$ cat src/rtl/memAddrPkg.sv
package memAddrPkg;
  localparam logic [2:0] OP_LOAD   = 3'd0;
  localparam logic [2:0] OP_STORE  = 3'd1;
  localparam logic [2:0] OP_LEA    = 3'd2;
  localparam logic [2:0] OP_JSR    = 3'd3;
  localparam logic [2:0] OP_LOADR  = 3'd4;
  localparam logic [2:0] OP_STORER = 3'd5;

  // strobes from control into datapath
  typedef struct packed {
    logic accept;     // operation taken this cycle
    logic acceptMem;  // taken and needs the memory port
    logic acceptReg;  // taken and completes without memory
    logic complete;   // memory handshake finishes this cycle
  } ctrlStrobeT;

  function automatic logic opIsKnown(input logic [2:0] op);
    return op <= OP_STORER;
  endfunction

  function automatic logic opIsMem(input logic [2:0] op);
    return op == OP_LOAD || op == OP_STORE || op == OP_LOADR || op == OP_STORER;
  endfunction

  function automatic logic opIsIndirect(input logic [2:0] op);
    return op == OP_LOADR || op == OP_STORER;
  endfunction

  function automatic logic opIsLoad(input logic [2:0] op);
    return op == OP_LOAD || op == OP_LOADR;
  endfunction

  function automatic logic opIsStore(input logic [2:0] op);
    return op == OP_STORE || op == OP_STORER;
  endfunction

  // {N, Z, C, V}
  function automatic logic [3:0] flagsOf(input logic [31:0] word);
    return {word[31], word == 32'd0, 2'b00};
  endfunction
endpackage

$ cat src/rtl/memAddrCtrl.sv
module memAddrCtrl
  import memAddrPkg::*;
(
  input  logic       clk,
  input  logic       rstN,
  input  logic       opValid,
  input  logic [2:0] opCode,
  input  logic       memReady,
  output ctrlStrobeT strobes,
  output logic       busy,
  output logic       memReq
);
  typedef enum logic {ST_IDLE, ST_MEM} stateT;
  stateT stateQ, stateD;

  logic takeOp;
  assign takeOp = opValid && (stateQ == ST_IDLE) && opIsKnown(opCode);

  always_comb begin
    strobes.accept    = takeOp;
    strobes.acceptMem = takeOp && opIsMem(opCode);
    strobes.acceptReg = takeOp && !opIsMem(opCode);
    strobes.complete  = (stateQ == ST_MEM) && memReady;
  end

  always_comb begin
    stateD = stateQ;
    case (stateQ)
      ST_IDLE: if (strobes.acceptMem) stateD = ST_MEM;
      ST_MEM:  if (memReady) stateD = ST_IDLE;
      default: stateD = ST_IDLE;
    endcase
  end

  always_ff @(posedge clk or negedge rstN) begin
    if (!rstN) stateQ <= ST_IDLE;
    else       stateQ <= stateD;
  end

  assign busy   = (stateQ == ST_MEM);
  assign memReq = (stateQ == ST_MEM);
endmodule

$ cat src/rtl/memAddrPath.sv
module memAddrPath
  import memAddrPkg::*;
#(
  parameter int DATA_W    = 32,
  parameter int DISP_W    = 16,
  parameter int IDX_W     = 4,
  parameter int ALIGN_LSB = 2
) (
  input  logic              clk,
  input  logic              rstN,
  input  ctrlStrobeT        strobes,
  input  logic [2:0]        opCode,
  input  logic [DISP_W-1:0] disp,
  input  logic [IDX_W-1:0]  idxA,
  input  logic [IDX_W-1:0]  idxB,
  input  logic [IDX_W-1:0]  idxD,
  input  logic [DATA_W-1:0] regA,
  input  logic [DATA_W-1:0] regB,
  input  logic [DATA_W-1:0] regD,
  input  logic [DATA_W-1:0] pcIn,
  input  logic [DATA_W-1:0] memRdata,
  output logic [DATA_W-1:0] memAddr,
  output logic [DATA_W-1:0] memWdata,
  output logic              storeQ,
  output logic              wbEn,
  output logic [DATA_W-1:0] wbData,
  output logic              ccEn,
  output logic [3:0]        ccFlags,
  output logic              jumpEn,
  output logic [DATA_W-1:0] jumpTarget,
  output logic              opDone
);
  localparam int N_OPND = 3;
  localparam int EXT_W  = DATA_W - DISP_W;
  localparam int WORD_W = DATA_W - ALIGN_LSB;

  // operand fetch with index-zero forcing
  logic [IDX_W-1:0]  idxArr  [N_OPND];
  logic [DATA_W-1:0] rawArr  [N_OPND];
  logic [DATA_W-1:0] opndArr [N_OPND];

  assign idxArr[0] = idxA;
  assign idxArr[1] = idxB;
  assign idxArr[2] = idxD;
  assign rawArr[0] = regA;
  assign rawArr[1] = regB;
  assign rawArr[2] = regD;

  for (genvar g = 0; g < N_OPND; g++) begin : gOpnd
    assign opndArr[g] = (idxArr[g] == '0) ? '0 : rawArr[g];
  end

  // single shared three-input adder
  logic              indirect;
  logic [DATA_W-1:0] dispExt, addDisp, addB, addrSum;

  assign indirect = opIsIndirect(opCode);
  assign dispExt  = {{EXT_W{disp[DISP_W-1]}}, disp};
  assign addDisp  = indirect ? '0 : dispExt;
  assign addB     = indirect ? '0 : opndArr[1];
  assign addrSum  = opndArr[0] + addB + addDisp;

  // request state captured at acceptance
  logic [WORD_W-1:0] wordAddrQ;
  logic [DATA_W-1:0] wdataQ;
  logic [2:0]        kindQ;
  logic              rdLiveQ;

  always_ff @(posedge clk or negedge rstN) begin
    if (!rstN) begin
      wordAddrQ <= '0;
      wdataQ    <= '0;
      kindQ     <= '0;
      rdLiveQ   <= 1'b0;
    end else if (strobes.accept) begin
      wordAddrQ <= addrSum[DATA_W-1:ALIGN_LSB];
      wdataQ    <= opndArr[2];
      kindQ     <= opCode;
      rdLiveQ   <= (idxD != '0);
    end
  end

  assign memAddr  = {wordAddrQ, {ALIGN_LSB{1'b0}}};
  assign memWdata = wdataQ;
  assign storeQ   = opIsStore(kindQ);

  // one-cycle result pulses
  logic              wbEnD, ccEnD, jumpEnD, doneD;
  logic [DATA_W-1:0] wbDataD, jumpTgtD;
  logic [3:0]        flagsD;

  always_comb begin
    wbEnD    = 1'b0;
    ccEnD    = 1'b0;
    jumpEnD  = 1'b0;
    doneD    = 1'b0;
    wbDataD  = wbData;
    jumpTgtD = jumpTarget;
    flagsD   = ccFlags;
    if (strobes.acceptReg) begin
      doneD   = 1'b1;
      wbEnD   = (idxD != '0);
      wbDataD = (opCode == OP_JSR) ? pcIn : addrSum;
      if (opCode == OP_JSR) begin
        jumpEnD  = 1'b1;
        jumpTgtD = addrSum;
      end
    end else if (strobes.complete) begin
      doneD = 1'b1;
      if (opIsLoad(kindQ)) begin
        wbEnD   = rdLiveQ;
        wbDataD = memRdata;
        ccEnD   = 1'b1;
        flagsD  = flagsOf(memRdata);
      end else if (kindQ == OP_STORER) begin
        ccEnD  = 1'b1;
        flagsD = flagsOf(wdataQ);
      end
    end
  end

  always_ff @(posedge clk or negedge rstN) begin
    if (!rstN) begin
      wbEn       <= 1'b0;
      ccEn       <= 1'b0;
      jumpEn     <= 1'b0;
      opDone     <= 1'b0;
      wbData     <= '0;
      jumpTarget <= '0;
      ccFlags    <= '0;
    end else begin
      wbEn       <= wbEnD;
      ccEn       <= ccEnD;
      jumpEn     <= jumpEnD;
      opDone     <= doneD;
      wbData     <= wbDataD;
      jumpTarget <= jumpTgtD;
      ccFlags    <= flagsD;
    end
  end
endmodule

$ cat src/rtl/memAddrUnit.sv
module memAddrUnit
  import memAddrPkg::*;
#(
  parameter int DATA_W    = 32,
  parameter int DISP_W    = 16,
  parameter int IDX_W     = 4,
  parameter int ALIGN_LSB = 2
) (
  input  logic              clk,
  input  logic              rstN,
  input  logic              opValid,
  input  logic [2:0]        opCode,
  input  logic [DISP_W-1:0] disp,
  input  logic [IDX_W-1:0]  idxA,
  input  logic [IDX_W-1:0]  idxB,
  input  logic [IDX_W-1:0]  idxD,
  input  logic [DATA_W-1:0] regA,
  input  logic [DATA_W-1:0] regB,
  input  logic [DATA_W-1:0] regD,
  input  logic [DATA_W-1:0] pcIn,
  input  logic              memReady,
  input  logic [DATA_W-1:0] memRdata,
  output logic              busy,
  output logic              memReq,
  output logic              memWe,
  output logic [DATA_W-1:0] memAddr,
  output logic [DATA_W-1:0] memWdata,
  output logic              wbEn,
  output logic [DATA_W-1:0] wbData,
  output logic              ccEn,
  output logic [3:0]        ccFlags,
  output logic              jumpEn,
  output logic [DATA_W-1:0] jumpTarget,
  output logic              opDone
);
  ctrlStrobeT strobes;
  logic       storeQ;

  memAddrCtrl u_ctrl (
    .clk(clk), .rstN(rstN), .opValid(opValid), .opCode(opCode),
    .memReady(memReady), .strobes(strobes), .busy(busy), .memReq(memReq)
  );

  memAddrPath #(
    .DATA_W(DATA_W), .DISP_W(DISP_W), .IDX_W(IDX_W), .ALIGN_LSB(ALIGN_LSB)
  ) u_path (
    .clk(clk), .rstN(rstN), .strobes(strobes), .opCode(opCode), .disp(disp),
    .idxA(idxA), .idxB(idxB), .idxD(idxD), .regA(regA), .regB(regB),
    .regD(regD), .pcIn(pcIn), .memRdata(memRdata), .memAddr(memAddr),
    .memWdata(memWdata), .storeQ(storeQ), .wbEn(wbEn), .wbData(wbData),
    .ccEn(ccEn), .ccFlags(ccFlags), .jumpEn(jumpEn),
    .jumpTarget(jumpTarget), .opDone(opDone)
  );

  assign memWe = memReq && storeQ;
endmodule

$ cat config.mk
export PLATFORM = sky130hd
export DESIGN_NAME = memAddrUnit
export DESIGN_NICKNAME = d
export VERILOG_FILES = /design/src/rtl/memAddrPkg.sv /design/src/rtl/memAddrCtrl.sv /design/src/rtl/memAddrPath.sv /design/src/rtl/memAddrUnit.sv
export SDC_FILE = /design/constraint.sdc
export NUM_CORES = 1
export LEC_CHECK = 0
export BUFFER_PORTS_ARGS = -buffer_cell sky130_fd_sc_hd__buf_2
export CORE_UTILIZATION = 50
export CTS_BUF_LIST = sky130_fd_sc_hd__clkbuf_16
export CTS_CLUSTER_SIZE = 12
export DETAILED_ROUTE_END_ITERATION = 6
export PLACE_DENSITY = 0.79
export SLEW_MARGIN = 20
export SYNTH_ARGS = -nofsm -noshare
export SYNTH_HDL_FRONTEND = slang
export SYNTH_SLANG_ARGS = --single-unit
$ cat constraint.sdc
create_clock -name clk -period 2.2 [get_ports clk]
set_input_delay 0.33 -clock clk [delete_from_list [all_inputs] [get_ports clk]]
set_output_delay 0.33 -clock clk [all_outputs]
set_load 0.05 [all_outputs]
# After elaboration in Yosys (flattened, before gate mapping)
# Cells that the tools add are included.
# W data, S select, Z words.
[classes]
addsub = 2
mul = 0
n_div = 0
n_lt_le_gt_ge = 1
n_eq_ne = 7
shifts = 0
n_mux = 25
bitwise_logic = 2
reduce_logical = 27
[op_table]
columns = ["operator", "n"]
rows = [
  ["$mux W32", 9],
  ["$add A32 B32 Y32", 2],
  ["$logic_not A32 Y1", 2],
  ["$mux W1", 13],
  ["$eq A3 B3 Y1 const B", 4],
  ["$logic_not A4 Y1", 3],
  ["$mux W4", 2],
  ["$eq A3 B1 Y1 const B", 2],
  ["$logic_and A1 B1 Y1", 6],
  ["$logic_not A3 Y1", 2],
  ["$logic_or A1 B1 Y1", 6],
  ["$reduce_bool A2 Y1", 3],
  ["$reduce_and A2 Y1", 2],
  ["$reduce_bool A4 Y1", 1],
  ["$eq A3 B2 Y1 const B", 1],
  ["$le A3 B3 Y1 const B", 1],
  ["$reduce_and A3 Y1", 1],
  ["$not A1 Y1", 2],
  ["$pmux W1 S2", 1],
  ["$logic_not A1 Y1", 1],
]
[word_totals]
reg_bits = 139
latch_bits = 0
ram_bits = 0
mem_bits_ro = 0
out_inout_bits = 139
word_cells = 76
mem_count = 0

# Longest topological paths before layout
[logic_depth]
word_depth = 8
ltp_mapped = 18

# Cells and area by module
# Synthesis repeated with hierarchy kept, for this count alone.
[hier_totals]
hier_cells = 1037
area_unflattened_um2 = 9072.5
[modules_own_cells]
columns = ["mod", "n_inst", "cells_per_inst", "area_per_inst_um2"]
rows = [
  ["memAddrPath", 1, 1026, 8973.6],
  ["memAddrCtrl", 1, 10, 92.6],
  ["memAddrUnit", 1, 1, 6.3],
]

# Worst setup path after synthesis
# Ideal clock, no wire load.
[synth_timing]
kind = "in2reg"
from = "input port opCode[1]"
to = "register u_path.jumpTarget[30]"
setup_ns = 0.125
arrival_time_ns = 4.428
path_slack_ns = -2.353
stages = 16
path_cell_list = "clkbuf_1 nand2b_1 clkbuf_1 clkbuf_1 nand2_1 fa_1 inv_1 ha_1 a211oi_2 o211ai_1 a41o_1 a311o_1 a41o_1 a221oi_2 xnor2_1 mux2_2"
[synth_via]
elab_chain_len = 7
[synth_rtl]
columns = ["item", "line", "rtl"]
rows = [
  ["start: declaration", "memAddrUnit.sv:12", "input logic [2:0] opCode,"],
  ["parallel branches: the longest is 7 deep, another holds $add A32 B32 Y32", "--", ""],
  ["end signal: assignment", "memAddrPath.sv:137", "jumpTarget <= jumpTgtD;"],
  ["end: declaration", "memAddrPath.sv:30", "output logic [DATA_W-1:0] jumpTarget,"],
]
# Several ways; the timed one is not identified.
# A chain may end at the register's enable or synchronous reset.

# Worst setup path after layout
[layout_timing]
from = "input port idxA[1]"
to = "register u_path.wordAddrQ[28]"
[layout_via]
elab_chain_len = 4
[layout_rtl]
columns = ["item", "line", "rtl"]
rows = [
  ["start: declaration", "memAddrUnit.sv:14", "input logic [IDX_W-1:0] idxA,"],
  ["$logic_not A4 Y1", "memAddrPath.sv:50", "assign opndArr[g] = (idxArr[g] == '0) ? '0 : rawArr[g];"],
  ["$mux W32", "memAddrPath.sv:50", ""],
  ["$add A32 B32 Y32 (2 in a row)", "memAddrPath.sv:61", "assign addrSum = opndArr[0] + addB + addDisp;"],
  ["end signal: assignment", "memAddrPath.sv:76", "wordAddrQ <= addrSum[DATA_W-1:ALIGN_LSB];"],
  ["end: declaration", "memAddrPath.sv:64", "logic [WORD_W-1:0] wordAddrQ;"],
]
# No other way between the ends.

==> out/results.ini <==
[yosys]
synth_cell_types=58
synth_area_leader_cell=dfrtp_1
yosysWarnings=0
synthArstFlopShare_pct=100
ys_dominant_reg_cell=dfrtp_1
synth_edf_count=0
yosys.area_share.simple_pct=15.0
post_synth_mux_area_share_pct=7.30
synth.area.top_cells=dfrtp_1 40%, nand2_1 7.9%, fa_1 7.5%
yosys.area.top_type_share_pct=40.1
synth-compound-area-share_pct=17.0
synth_adder_area_share_pct=11.9
synth-seq-cells=137
netlist_instances=907
synth-xor-area-share_pct=3.28
yosysSeqAreaShare_pct=40.1
synthesis.area_um2=8550
syn_avg_cell_area_um2=9.42
synth_top_family_by_area=compound AO/OA/AOI/OAI gates

[timing]
finalWorstSetupSlack_ns=-1.56
fin_crit_sh_pct=171
setup_violations=90
finalHoldViolCount=0
clock.fmax_ghz=0.266
slew_viol_final=0
finalCriticalPeriod_ns=3.76
slew_headroom_pct=53.7
clock_skew_ns=0.0109
worst_pin_slew_ns=0.691
rsz0062_at_grt=yes

[clocking]
h-tree-depth=4
clockBufferDepth=2
numCtsBuffers=17
numClockSinks=137
cts_tree=done
path_clk_slew_ns=0.07
cts-root-buf=clkbuf_16
insertion_delay_ns=0.41

[placement]
place_ws_ns=-1.77
post-place-cells=1534
dpl_cell_area_um2=11600
io_buffer_count=329
place_hpwl_mm=23.0
place_congestion=0.931

[finish]
drive_gt1_share_pct=53.0
area_growth_pct=59.6
mostFrequentLayoutCells=324 x buf_2, 150 x nand2_1, 137 x dfrtp_1, 125 x buf_4, 50 x inv_1
final_common_cell=buf_2
stdcell_area_um2=13600
final_cells=1605
final_nets=1626

[setup_path]
slowest_stage=or4_4
end_kind=register
r2r_start=u_ctrl.busy
worst-endpoint-arrival_ns=4.06
r2r_slack_ns=0.17
cp-startpoint=idxA[1]
setup.worst_path.start_class=input port
rr_worst_depth=6
timing.rr.end=u_path.wbData[16]
path_cells=buf_6 > or4_4 > buf_12 > buf_16 > nand2_1 > fa_1 > inv_2 > ha_4 > o21ai_0 > a21oi_1 > o22a_2 > a41o_1 > a221oi_2 > xnor2_2 > mux2_4
cp-endpoint=u_path.wordAddrQ[28]
slowest_delay_ns=0.56
cp_max_fo=10
critPathKind=input port to register
cp.required_ns=2.50

[floorplanning]
io_pins=334
core_area_um2=16600
die-height_um=133
die_w_um=133
rows=47
die_area_um2=17600
initial_core_util_pct=51.4

[min_path]
min_path_type=input port to register
worstHoldPathCells=2

[global_route]
grt-ovfl-total=0
grt_pass1_vias=9204
antenna_found_initial=3
grt_max_degree=48
grt_use_total_pct=37.7
grt_pass1_wl_mm=50.5

[drt]
ant_nets=0
dr.pass1.iters=7
drtIter0Drc=857
via_count=9681
routed_wl_mm=36.8
post_drt_wl_per_cell_um=22.9
viasPerCell=6.03
drc=0

[power_and_ir_drop]
peakVddDrop_uv=716
power.density_nw_per_um2=1330
total_power_mw=18.1
power_leakage_nw=6.83

[outcome]
status=finished, violations left
violations=setup timing

[job]
max_cap_violations=0

==> flip-flops by register name, indices dropped and copies added (netlist names) <==
register / flops
u_path.jumpTarget: 32
u_path.wbData: 32
u_path.ccFlags: 2
u_path.ccEn: 1
u_path.kindQ: 3
u_path.opDone: 1
u_path.wordAddrQ: 30
u_path.wbEn: 1
u_path.jumpEn: 1
u_path.memWdata: 32
u_ctrl.busy: 1
u_path.rdLiveQ: 1
==> repair_timing <==
item / in CTS / in global routing
hold endpoints to repair: 44 / 0
cloned: 2 / 1
pin swaps: 58 / 58
setup endpoints to repair: 90 / 90
buffers inserted: 30 / 24
hold buffers: 1 / 0
resized for setup: 144 / 69
==> critical path, delay by kind of cell <==
kind	cells	cell delay, ns
muxes	1	0.29
buffers and inverters	4	0.49
and+or+nand+nor	2	0.64
xor gates and xnor gates	1	0.16
AOI/OAI and AO/OA	5	1.51
adders and majority gates	2	0.64
==> logic make-up after synthesis <==
logic type,Yosys count
AOI/OAI and AO/OA,210
xor gates and xnor gates,32
adders and majority gates,62
buffers and inverters,118
DFF,137
muxes,59
other,1
and+or+nand+nor,288
==> worst min-delay path by stage <==
| stage | start | to | slack (ns) |
|---|---|---|---|
| after floorplan | rstN | u_ctrl.busy | 0.03 |
| after global placement | rstN | u_path.memWdata[19] | 0.30 |
| after detailed placement | rstN | u_path.memWdata[15] | 0.30 |
| after CTS | memReady | u_ctrl.busy | 0.11 |
| after global routing | regD[20] | u_path.memWdata[20] | 0.12 |
| final | memReady | u_ctrl.busy | 0.13 |
==> metrics by stage <==
step / TNS, ns / hold slack (ns) / util (%)
after detailed placement: -122.24 / 0.302 / 69.9
final: -105.86 / 0.126 / 81.9
after floorplan: -96.10 / 0.0344 / -
after global routing: -108.88 / 0.120 / 81.9
after global placement: -116.54 / 0.296 / 69.9
after CTS: -84.77 / 0.107 / 79.3
==> synthesized netlist by cell type (6+ instances only) <==
master	instances
a21o_1	16
a21oi_1	40
a221oi_1	6
a22o_1	33
and2_1	13
clkbuf_1	47
dfrtp_1	137
fa_1	32
ha_1	30
inv_1	62
mux2_2	27
mux2i_1	32
nand2_1	181
nand4_1	9
nor2_1	26
nor2b_1	8
nor3_1	14
nor4_1	16
o21ai_0	54
o221ai_1	19
xnor2_1	19
xor2_1	13
==> cell type report <==
class / instances / area, um2
Antenna cell: 3 / 7.51
Clock buffer: 17 / 425
Clock inverter: 15 / 196
Fill cell: 944 / 3000
Inverter: 63 / 236
Multi-Input combinational cell: 655 / 5880
Sequential cell: 137 / 3430
Tap cell: 220 / 275
Timing Repair Buffer: 495 / 3190
==> routing by layer <==
layer / track usage (%) / share of wire [%] / vias up
met4: 21.2 / 7.3 / 0
met1: 44.3 / 35 / 4689
met5: 0 / 0 / -
li1: - / - / 4093
met3: 9.16 / 8.7 / 203
met2: 63.3 / 49 / 696
==> power by group <==
group	total [mW]	internal (mW)	switching, mW	leakage [nW]
clock network	3.03	1.75	1.28	0.301
registers	4.09	3.49	0.601	1.68
logic	11.0	3.64	7.33	4.85
No activity file was read; power rests on OpenSTA's default activity.
